## src/rtl/brg_pkg.sv

```systemverilog
// Shared encodings for the AHB-to-APB bridge.
// Assumes the AHB-Lite style single-bit response.
package brg_pkg;
    typedef enum logic [1:0] {
        ST_IDLE   = 2'd0,
        ST_LOAD   = 2'd1,
        ST_SETUP  = 2'd2,
        ST_ACCESS = 2'd3
    } brg_state_e;

    localparam logic [1:0] TRANS_IDLE   = 2'b00;
    localparam logic [1:0] TRANS_BUSY   = 2'b01;
    localparam logic [1:0] TRANS_NONSEQ = 2'b10;
    localparam logic [1:0] TRANS_SEQ    = 2'b11;

    localparam logic RESP_OKAY  = 1'b0;
    localparam logic RESP_ERROR = 1'b1;
endpackage

```

## src/rtl/brg_sequencer.sv

```systemverilog
// Transfer sequencer: decodes accepts and walks IDLE/LOAD/SETUP/ACCESS.
// Assumes one clock for both faces and a master that holds its address
// phase while ready is low. One accept yields exactly one SETUP+ACCESS.
module brg_sequencer
    import brg_pkg::*;
(
    input  logic       clk,
    input  logic       rst_n,
    input  logic       ahb_sel,
    input  logic [1:0] ahb_trans,
    input  logic       ahb_ready_in,
    input  logic       apb_ready,
    output logic       load_req,
    output logic       load_wdata,
    output logic       in_idle,
    output logic       complete,
    output logic       apb_sel,
    output logic       apb_enable
);
    brg_state_e state_q, state_d;
    logic       accept;

    // Accept decode: a real transfer offered while the bus is ready.
    always_comb begin
        accept = ahb_sel && ahb_ready_in &&
                 ((ahb_trans == TRANS_NONSEQ) || (ahb_trans == TRANS_SEQ));
    end

    // Completion and load strobes derived from the current state.
    always_comb begin
        in_idle    = (state_q == ST_IDLE);
        complete   = (state_q == ST_ACCESS) && apb_ready;
        load_req   = accept && (in_idle || complete);
        load_wdata = (state_q == ST_LOAD);
    end

    // Next-state logic: only a fresh accept re-enters LOAD.
    always_comb begin
        state_d = state_q;
        unique case (state_q)
            ST_IDLE:   if (load_req) state_d = ST_LOAD;
            ST_LOAD:   state_d = ST_SETUP;
            ST_SETUP:  state_d = ST_ACCESS;
            ST_ACCESS: if (apb_ready) state_d = load_req ? ST_LOAD : ST_IDLE;
            default:   state_d = ST_IDLE;
        endcase
    end

    // State register with synchronous reset.
    always_ff @(posedge clk) begin
        if (!rst_n) state_q <= ST_IDLE;
        else        state_q <= state_d;
    end

    // APB phase outputs: enable only in ACCESS, so it drops between transfers.
    always_comb begin
        apb_sel    = (state_q == ST_SETUP) || (state_q == ST_ACCESS);
        apb_enable = (state_q == ST_ACCESS);
    end
endmodule

```

## src/rtl/brg_hold_regs.sv

```systemverilog
// Holding registers that freeze the request across the APB transfer.
// Address and direction load on accept; write data loads one cycle later,
// in the AHB data phase. APB request outputs come only from here.
module brg_hold_regs #(
    parameter int AW = 12,
    parameter int DW = 32
) (
    input  logic          clk,
    input  logic          rst_n,
    input  logic          load_req,
    input  logic          load_wdata,
    input  logic [AW-1:0] ahb_addr,
    input  logic          ahb_write,
    input  logic [DW-1:0] ahb_wdata,
    output logic [AW-1:0] apb_addr,
    output logic          apb_write,
    output logic [DW-1:0] apb_wdata
);
    // Address-phase capture.
    always_ff @(posedge clk) begin
        if (!rst_n) begin
            apb_addr  <= '0;
            apb_write <= 1'b0;
        end else if (load_req) begin
            apb_addr  <= ahb_addr;
            apb_write <= ahb_write;
        end
    end

    // Data-phase capture of write data.
    always_ff @(posedge clk) begin
        if (!rst_n)          apb_wdata <= '0;
        else if (load_wdata) apb_wdata <= ahb_wdata;
    end
endmodule

```

## src/rtl/brg_resp.sv

```systemverilog
// Upstream response mapping: ready and error follow the APB completion beat
// only; read data passes straight through from the peripheral.
module brg_resp
    import brg_pkg::*;
#(
    parameter int DW = 32
) (
    input  logic          in_idle,
    input  logic          complete,
    input  logic          apb_err,
    input  logic [DW-1:0] apb_rdata,
    output logic          ahb_ready_out,
    output logic          ahb_resp,
    output logic [DW-1:0] ahb_rdata
);
    // Ready, response and data toward the master.
    always_comb begin
        ahb_ready_out = in_idle || complete;
        ahb_resp      = (complete && apb_err) ? RESP_ERROR : RESP_OKAY;
        ahb_rdata     = apb_rdata;
    end
endmodule

```

## src/rtl/ahb_apb_bridge.sv

```systemverilog
// AHB-slave to APB-manager bridge, single clock, single peripheral select.
// Assumes ahb_ready_in reflects the shared bus ready and that the master
// drives write data in the cycle after its accepted address phase.
module ahb_apb_bridge #(
    parameter int AW = 12,
    parameter int DW = 32
) (
    input  logic          clk,
    input  logic          rst_n,
    input  logic          ahb_sel,
    input  logic [1:0]    ahb_trans,
    input  logic [AW-1:0] ahb_addr,
    input  logic          ahb_write,
    input  logic [DW-1:0] ahb_wdata,
    input  logic          ahb_ready_in,
    output logic          ahb_ready_out,
    output logic          ahb_resp,
    output logic [DW-1:0] ahb_rdata,
    output logic          apb_sel,
    output logic          apb_enable,
    output logic [AW-1:0] apb_addr,
    output logic          apb_write,
    output logic [DW-1:0] apb_wdata,
    input  logic [DW-1:0] apb_rdata,
    input  logic          apb_ready,
    input  logic          apb_err
);
    logic load_req, load_wdata, in_idle, complete;

    brg_sequencer u_seq (
        .clk          (clk),
        .rst_n        (rst_n),
        .ahb_sel      (ahb_sel),
        .ahb_trans    (ahb_trans),
        .ahb_ready_in (ahb_ready_in),
        .apb_ready    (apb_ready),
        .load_req     (load_req),
        .load_wdata   (load_wdata),
        .in_idle      (in_idle),
        .complete     (complete),
        .apb_sel      (apb_sel),
        .apb_enable   (apb_enable)
    );

    brg_hold_regs #(.AW(AW), .DW(DW)) u_hold (
        .clk        (clk),
        .rst_n      (rst_n),
        .load_req   (load_req),
        .load_wdata (load_wdata),
        .ahb_addr   (ahb_addr),
        .ahb_write  (ahb_write),
        .ahb_wdata  (ahb_wdata),
        .apb_addr   (apb_addr),
        .apb_write  (apb_write),
        .apb_wdata  (apb_wdata)
    );

    brg_resp #(.DW(DW)) u_resp (
        .in_idle       (in_idle),
        .complete      (complete),
        .apb_err       (apb_err),
        .apb_rdata     (apb_rdata),
        .ahb_ready_out (ahb_ready_out),
        .ahb_resp      (ahb_resp),
        .ahb_rdata     (ahb_rdata)
    );
endmodule

```

## config.mk

```make
export PLATFORM = sky130hd
export DESIGN_NAME = ahb_apb_bridge
export DESIGN_NICKNAME = d
export VERILOG_FILES = /design/src/rtl/brg_pkg.sv /design/src/rtl/brg_sequencer.sv /design/src/rtl/brg_hold_regs.sv /design/src/rtl/brg_resp.sv /design/src/rtl/ahb_apb_bridge.sv
export SDC_FILE = /design/constraint.sdc
export NUM_CORES = 1
export LEC_CHECK = 0
export BUFFER_PORTS_ARGS = -buffer_cell sky130_fd_sc_hd__buf_2
export CAP_MARGIN = 20
export CELL_PAD_IN_SITES_DETAIL_PLACEMENT = 1
export CELL_PAD_IN_SITES_GLOBAL_PLACEMENT = 1
export CORE_MARGIN = 2
export CORE_UTILIZATION = 26
export CTS_CLUSTER_SIZE = 10
export DETAILED_ROUTE_END_ITERATION = 6
export GPL_TIMING_DRIVEN = 0
export PLACE_DENSITY_LB_ADDON = 0.12
export SLEW_MARGIN = 5
export SYNTH_ARGS = -nofsm -noshare
export SYNTH_HDL_FRONTEND = slang
export SYNTH_HIERARCHICAL = 1
export SYNTH_SLANG_ARGS = --single-unit
```

## constraint.sdc

```tcl
create_clock -name clk -period 1.3 [get_ports clk]
set_input_delay 0.195 -clock clk [delete_from_list [all_inputs] [get_ports clk]]
set_output_delay 0.195 -clock clk [all_outputs]
set_load 0.02 [all_outputs]
```

# Word level (Yosys, flattened, before mapping)
# Index checks and enable logic that the tools add are counted.
# totals
reg_bits	47
inputBits	85
output_inout_bits	81
elab_cells	26
# classes
eq_ne	7
mux	5
n_reduce_logical	10
# op_table
op	count
$eq 2x2->1 const B	4
$pmux 2 s4	1
$logic_and 1x1->1	5
$mux 2	2
$ne 2x1->1 const B	2
$logic_or 1x1->1	3
$eq 2x1->1 const B	1
$logic_not 2->1	1
$mux 1	2
$reduce_and 2->1	1

# Depth between registers and ports, before layout
# Gate-level depths: netlist of run 1.
# depth
ltp_word	7
mapped_depth	7
ltp_nobuf	5

# By module
# Netlist of run 1, hierarchy kept.
# modules_own_cells
module	instances	cells_per_inst	area_per_inst_um2	seq_area_each_um2
brg_hold_regs	1	145	1741.7	900.9
brg_resp	1	34	254.0	0.0
brg_sequencer	1	27	246.5	40.0

# Worst setup path before layout of run 1
# OpenSTA, ideal clock, no wires.
# synth_timing
kind	reg2reg
start	reg u_seq.state_q[1]
end	reg u_hold.apb_addr[0]
setup_time_ps	116
t_arrival_ps	1503
required_time_ps	1184
slack_ps	-319
path_stages_with_launch	8
path_buffers	2
synth_period_minus_slack_ps	1619
cell_sequence	dfxtp_1 > ha_1 > and2_2 > o21a_1 > buf_4 > buf_8 > mux2i_1 > nor2b_1
# synth_between
elab_chain_len	4
word_cells_on_any_way	5
cone_classes	eq/ne (1); reduce/logical (4)
# synth_lines
element	line_no	text
start, declared	brg_sequencer.sv:20	brg_state_e state_q, state_d;
start signal, assigned	brg_sequencer.sv:52	else state_q <= state_d;
$eq 2x2->1	-	
net apb_enable	ahb_apb_bridge.sv:20	output logic apb_enable,
$logic_and 1x1->1	brg_sequencer.sv:32	complete = (state_q == ST_ACCESS) && apb_ready;
net complete	ahb_apb_bridge.sv:28	logic load_req, load_wdata, in_idle, complete;
$logic_or 1x1->1	brg_sequencer.sv:33	load_req = accept && (in_idle || complete);
$logic_and 1x1->1	brg_sequencer.sv:33	
net load_req	ahb_apb_bridge.sv:28	
end signal, assigned	brg_hold_regs.sv:25	apb_addr <= ahb_addr;
end, declared	brg_hold_regs.sv:15	output logic [AW-1:0] apb_addr,
# The timed path passes the listed nets, and every way through them passes these cells.
# A chain may end at the register's enable or synchronous reset.

# Worst setup path after layout of run 1
# layout_timing
start	reg u_seq.state_q[1]
end	out ahb_ready_out
# layout_between
elab_chain_len	3
word_cells_on_any_way	4
cone_classes	eq/ne (1); reduce/logical (3)
# layout_lines
element	line_no	text
$eq 2x2->1	brg_sequencer.sv:32	
$logic_and 1x1->1	brg_sequencer.sv:32	
net complete	ahb_apb_bridge.sv:28	
$logic_or 1x1->1	brg_resp.sv:18	ahb_ready_out = in_idle || complete;
end, declared	ahb_apb_bridge.sv:16	output logic ahb_ready_out,
# The timed path passes the listed nets, and every way through them passes these cells.

==> results of run 1 <==
[cell families after synthesis]
group	Yosys count	share of synthesized area
compound gates	7	0.0279
flops	47	0.420
simple gates	57	0.163
fa+ha+maj	5	0.0279
mux	45	0.201
buf+inv	45	0.161
[critical path: stages (launching register included)]
cell     delay, ns
dfxtp_4       0.38
ha_4          0.17
and2_4        0.14
or2_1         0.21
buf_6         0.13
[Yosys cell counts (all sizes together)]
cell type and instances:
nor2b 48, dfxtp 47, mux2i 45, buf 38, ha 5, clkbuf 4
inv 3, a21boi 2, and2 2, and3 2, or2 2, nand4 1
nor2 1, o2111ai 1, o211ai 1, o21a 1, o31ai 1, o41ai 1
or2b 1
[worst paths after layout]
kind | cells past startpoint | start | endpoint | slack (ns)
worst max-delay path | 4 | u_seq/state_q[1] | ahb_ready_out | -0.21
worst min-delay path | 3 | ahb_addr[0] | u_hold/apb_addr[0] | 0.15
worst max register to register | 7 | u_seq/state_q[1] | u_hold/apb_addr[10] | -0.15
worst min register to register | 2 | u_hold/apb_wdata[29] | u_hold/apb_wdata[29] | 0.51
[power breakdown]
group          total (mW)  internal (mW)  switching [mW]  leakage, nW
clock               0.979          0.486           0.493       0.0548
combinational        2.10           1.13           0.969         1.19
sequential           1.75           1.64           0.110        0.384
[cell type report]
class | instances | area, um2
flip-flops and latches | 47 | 948
well taps | 105 | 131
repair buffers | 148 | 922
multi-input cells | 114 | 1010
clock inverters | 1 | 6.26
plain buffers | 41 | 347
inverters | 3 | 13.8
fillers | 994 | 4830
clock buffers | 7 | 96.3
[what timing repair did]
| action | CTS | global route |
|---|---|---|
| endpoints found under the setup margin | 48 | 42 |
| hold buffers | 0 | 0 |
| setup buffers | 7 | 7 |
| pin swaps | 5 | 5 |
| resized for setup | 26 | 8 |
| cloned | 4 | 0 |
[per-stage QoR]
step                setup TNS (ns)  setup slack (ns)
detailed placement           -2.66            -0.235
CTS                          -3.17            -0.234
finish                       -2.71            -0.212
global placement             -2.19            -0.205
global route                 -5.07            -0.275
floorplan                   -0.966           -0.0966
[layer usage]
layer / part of all wire / up-vias
li1: - / 954
met1: 0.39 / 878
met2: 0.49 / 95
met3: 0.11 / 6
met4: 0.0076 / 0
met5: 0 / -
[state kept, by name, summed over array words and instances (netlist names)]
name / flops
u_hold/apb_wdata: 32
u_hold/apb_addr: 12
u_seq/state_q: 2
u_hold/apb_write: 1
==> out/qor.txt, run 1 <==
Total Power -> 4.82 mW
Seq cells post-synth -> 47
Avg WL per Cell -> 12.5 um
syn_area_per_cell -> 10.9 um2
Slew Limit Fails -> 0
Syn. warnings -> 6
Final Hold Fails -> 0
total grt overflow -> 0
TritonCTS clock tree -> built
number of max-cap violations -> 0
total track usage -> 0.120
antenna violations before repair -> 0
antenna cells -> 0
port buffer count -> 132
largest net degree at the start of global routing -> 15
vias per cell -> 4.15
Yosys top cell by area -> dfxtp_1
most common cell after layout, fill and taps aside -> buf_2
WL final -> 5820 um
dpl hpwl -> 4310 um
cell area after synthesis -> 0.00224 mm2
leak pwr -> 1.62 nW
IO Pins -> 166
Routability Congestion -> 0.670
Die W -> 96.9 um
Worst-Skew Late Latency -> 0.29 ns
crit path capture type -> primary output
synth top area cells -> dfxtp_1 (42%), mux2i_1 (20%), nor2b_1 (13%), buf_4 (11%), ha_1 (2.8%)
met3 usage -> 0.0556
Layout Utilization -> 0.418
worst-case clock skew -> 0.00517 ns
post-route ant nets -> 0
non-filler cells, final -> 466
Slew HR -> 0.733
Synth top area share -> 0.420
status -> finished with violations
design area -> 0.00347 mm2
syn_nets -> 296
Rows -> 33
crit share post-route -> 1.16
library cells used by synthesis -> 24
Seq/Total Area, Yosys -> 0.420
HP Class -> in -> reg
worst-path fanout max -> 5
CTS clock-pin slew for the worst setup and hold paths -> 0.09 ns
Least-Margin Pin Slew -> 0.401 ns
clock root buffer -> clkbuf_8
Initial Utilization -> 0.270
critical path required time -> 1.11 ns
CP arrival -> 1.32 ns
area grow syn2layout -> 54.9%
Initial DRC Count -> 12
startpoint class of the critical path -> register
cts bufs inserted -> 5
share of layout cells above drive strength 1 -> 0.579
CTS HTree Levels -> 2
Max Clock Freq -> 0.661 GHz
DIE AREA -> 0.00938 mm2
most frequent cells in the layout -> buf_2 (128), nor2b_1 (47), dfxtp_1 (45), mux2i_1 (43), buf_4 (37)
setup violators final -> 27
Cell Count Post-Placement -> 443
WS Path Type -> reg -> out
vias in the first global route -> 2045
power density cells -> 1390 mW/mm2
failing checks -> setup timing
worst hold slack -> 0.153 ns
Syn Inst Count -> 206
final worst setup slack -> -0.212 ns
first-pass GRT wire length -> 9410 um
Die Height -> 96.9 um
core area -> 0.00830 mm2
DR pass1 iterations -> 3
Final min period -> 1.51 ns
VDD IR-drop max -> 439 uV
GR Util met2 -> 0.207
DRC -> 0
GRT Max-Usage Layer -> met2
CTS Buffer Depth -> 2
Final #Nets -> 450
vias post-DR -> 1933
Placed Area -> 0.00306 mm2
met1 Resource Use GR -> 0.135
RSZ-0062 raised after global routing -> true
clock sink total -> 47
Note: power is estimated with default switching activity, not from simulation.
==> inputs of run 2 (changes only) <==
--- a/config.mk
+++ b/config.mk
@@ -14,7 +14,7 @@
 export CTS_CLUSTER_SIZE = 10
 export DETAILED_ROUTE_END_ITERATION = 6
 export GPL_TIMING_DRIVEN = 0
-export PLACE_DENSITY_LB_ADDON = 0.12
+export PLACE_DENSITY_LB_ADDON = 0.1
 export SLEW_MARGIN = 5
 export SYNTH_ARGS = -nofsm -noshare
 export SYNTH_HDL_FRONTEND = slang
==> run 2 against run 1 <==
  * The flow still finishes with violations (setup timing)
  * First-iteration DRC count grew 17%
  * Setup slack got worse by 0.014 ns
  * Final area shrank 0.54%
  * Clock power up 13%
  * Final cell count down 0.43%
  * Flip-flop and latch count unchanged
  * Register-to-register slack about the same
  * Critical endpoint unchanged
  * Largest power group unchanged
==> out/qor.txt, run 2 (synthesized netlist as in run 1, its figures left out) <==
status -> finished with violations
failing checks -> setup timing
P_sw -> 1.59 mW (+1.2%)
critical path required time -> 1.11 ns (about the same)
antenna violations before repair -> 0 (unchanged)
largest net degree at the start of global routing -> 17 (+2)
FF+latch area -> 948 um2 (unchanged)
dpl ws -> -0.235 ns (+0.000514 ns)
crit share post-route -> 1.17 (+0.0109)
CTS clock-pin slew for the worst setup and hold paths -> 0.10 ns (about the same)
most frequent cells in the layout -> buf_2 (128), nor2b_1 (46), dfxtp_1 (45), mux2i_1 (43), buf_4 (37)
Slew HR -> 0.760 (+0.0270)
CP delay by family, top -> flip-flops
CTS Hold Bufs -> 0 (unchanged)
crit path capture type -> primary output
Rows -> 33 (unchanged)
first-pass GRT wire length -> 9720 um (+3.3%)
clock power share -> 0.227 (+0.024)
antenna cells -> 0 (unchanged)
DRC -> 0 (unchanged)
Layout Utilization -> 0.416 (-0.00226)
setup violators final -> 39 (+44%)
power density cells -> 1420 mW/mm2 (+2.2%)
worst-case clock skew -> 0.00952 ns (+0.00436 ns)
setup TNS -> -3.15 ns (-0.438 ns)
Final min period -> 1.53 ns (+0.0142 ns)
WS Path Type -> reg -> out
Slew Limit Fails -> 0 (unchanged)
Initial DRC Count -> 14 (+2)
non-filler cells, final -> 464 (-0.43%)
post-route ant nets -> 0 (unchanged)
Worst-Skew Late Latency -> 0.30 ns (about the same)
VDD IR-drop max -> 457 uV (+4.2%)
Filler Cells Inserted -> 971 (-2.3%)
Internal -> 3.31 mW (+1.9%)
number of max-cap violations -> 0 (unchanged)
IO Pins -> 166 (unchanged)
Crit path buffers/inverters -> 1 (unchanged)
port buffer count -> 132 (unchanged)
WL final -> 5920 um (+1.7%)
Final Hold Fails -> 0 (unchanged)
Die W -> 96.9 um (unchanged)
vias in the first global route -> 2042 (-0.15%)
largest registers -> u_hold/apb_wdata (32), u_hold/apb_addr (12), u_seq/state_q (2)
core area -> 0.00830 mm2 (unchanged)
area of the multi-input gates -> 0.00100 mm2 (-0.37%)
DIE AREA -> 0.00938 mm2 (unchanged)
Crit-path slowest cell -> dfxtp_4
cts bufs inserted -> 5 (unchanged)
Total Power -> 4.90 mW (+1.6%)
CP arrival -> 1.33 ns (about the same)
worst hold slack -> 0.144 ns (-0.00914 ns)
Initial Utilization -> 0.270 (unchanged)
CTS HTree Levels -> 2 (unchanged)
CTS Buffer Depth -> 2 (unchanged)
TritonCTS clock tree -> built
RSZ-0062 raised after global routing -> true
share of layout cells above drive strength 1 -> 0.582 (+0.00323)
vias post-DR -> 1913 (-1.0%)
clock root buffer -> clkbuf_8
total grt overflow -> 0 (unchanged)
clock sink total -> 47 (unchanged)
worst-path fanout max -> 5 (unchanged)
most common cell after layout, fill and taps aside -> buf_2
Comb pwr share -> 0.418 (-0.017)
switching share of total power -> 0.324 (-0.00153)
Die Height -> 96.9 um (unchanged)
Least-Margin Pin Slew -> 0.360 ns (-0.0405 ns)
Avg WL per Cell -> 12.8 um (+2.1%)
area grow syn2layout -> 54.0%
Final #Nets -> 448 (-0.44%)
Cell Count Post-Placement -> 443 (unchanged)
part of the power in registers -> 0.356 (-0.006)
design area -> 0.00345 mm2 (-0.54%)
DR pass1 iterations -> 3 (unchanged)
vias per cell -> 4.12 (-0.61%)
Largest Register -> u_hold/apb_wdata
total track usage -> 0.125 (+0.00535)
number of flip-flops in the largest register -> 32 (unchanged)
CP max stage delay -> 0.38 ns (about the same)
Max Clock Freq -> 0.655 GHz (-0.93%)
leak pwr -> 1.61 nW (-1.1%)
Routability Congestion -> 0.694 (+3.6%)
final worst setup slack -> -0.226 ns (-0.0142 ns)
Placed Area -> 0.00306 mm2 (unchanged)
startpoint class of the critical path -> register
HP Class -> in -> reg
dpl hpwl -> 4560 um (+5.9%)
CP Cell Sequence -> ha_4 -> and2_4 -> or2_1 -> buf_6
## run 2: changes by cell type in the layout (fill, tap and decap cells not counted), moves of 2 or more
cell,previous run,this run
buf_6,10,8
clkbuf_8,7,5
ha_1,2,0
ha_2,0,2
## run 2: timing repair
action / 4_1_cts / 5_1_grt
setup buffers: 10 / 1
resized for setup: 20 / 10
pin swaps: 5 / 3
setup endpoints to repair: 42 / 51
cloned: 3 / 0
## run 2: path summary, 6_finish.rpt
path / from / to / slack (ns) / cells past startpoint
hold reg to reg: u_hold/apb_wdata[28] / u_hold/apb_wdata[28] / 0.52 / 2
setup / recovery: u_seq/state_q[1] / ahb_ready_out / -0.23 / 4
setup reg to reg: u_seq/state_q[1] / u_hold/apb_addr[7] / -0.14 / 7
hold / removal: ahb_write / u_hold/apb_write / 0.14 / 3
## run 2: cell type report
type,count,area share
multi-input cells,114,0.291
flip-flops and latches,47,0.275
repair buffers,145,0.255
plain buffers,42,0.105
well taps,105,0.0380
clock buffers,5,0.0199
clock inverters,3,0.0134
inverters,3,0.00399
## run 2: power by group through the flow
stage	registers [mW]	clock network (mW)	logic (mW)
floorplan	1.98	0	0.983
finish	1.74	1.11	2.05
CTS	1.75	1.17	2.04
global placement	1.76	0	1.65
detailed placement	1.77	0	1.66
global route	1.77	1.22	2.21
## run 2: routing by layer
| metal | wire length, um | global-route usage | vias to the layer above |
|---|---|---|---|
| met1 | 2350 | 0.142 | 869 |
| met5 | 0 | 0 | - |
| met3 | 608 | 0.0491 | 6 |
| met2 | 2910 | 0.222 | 94 |
| li1 | - | - | 944 |
| met4 | 43 | 0.0260 | 0 |
## run 2: tightest hold or removal path: cells and delay by family
kind,cells,cell delay (ns)
buffers and inverters,1,0.07
and+or+nand+nor,1,0.09
muxes,1,0.06
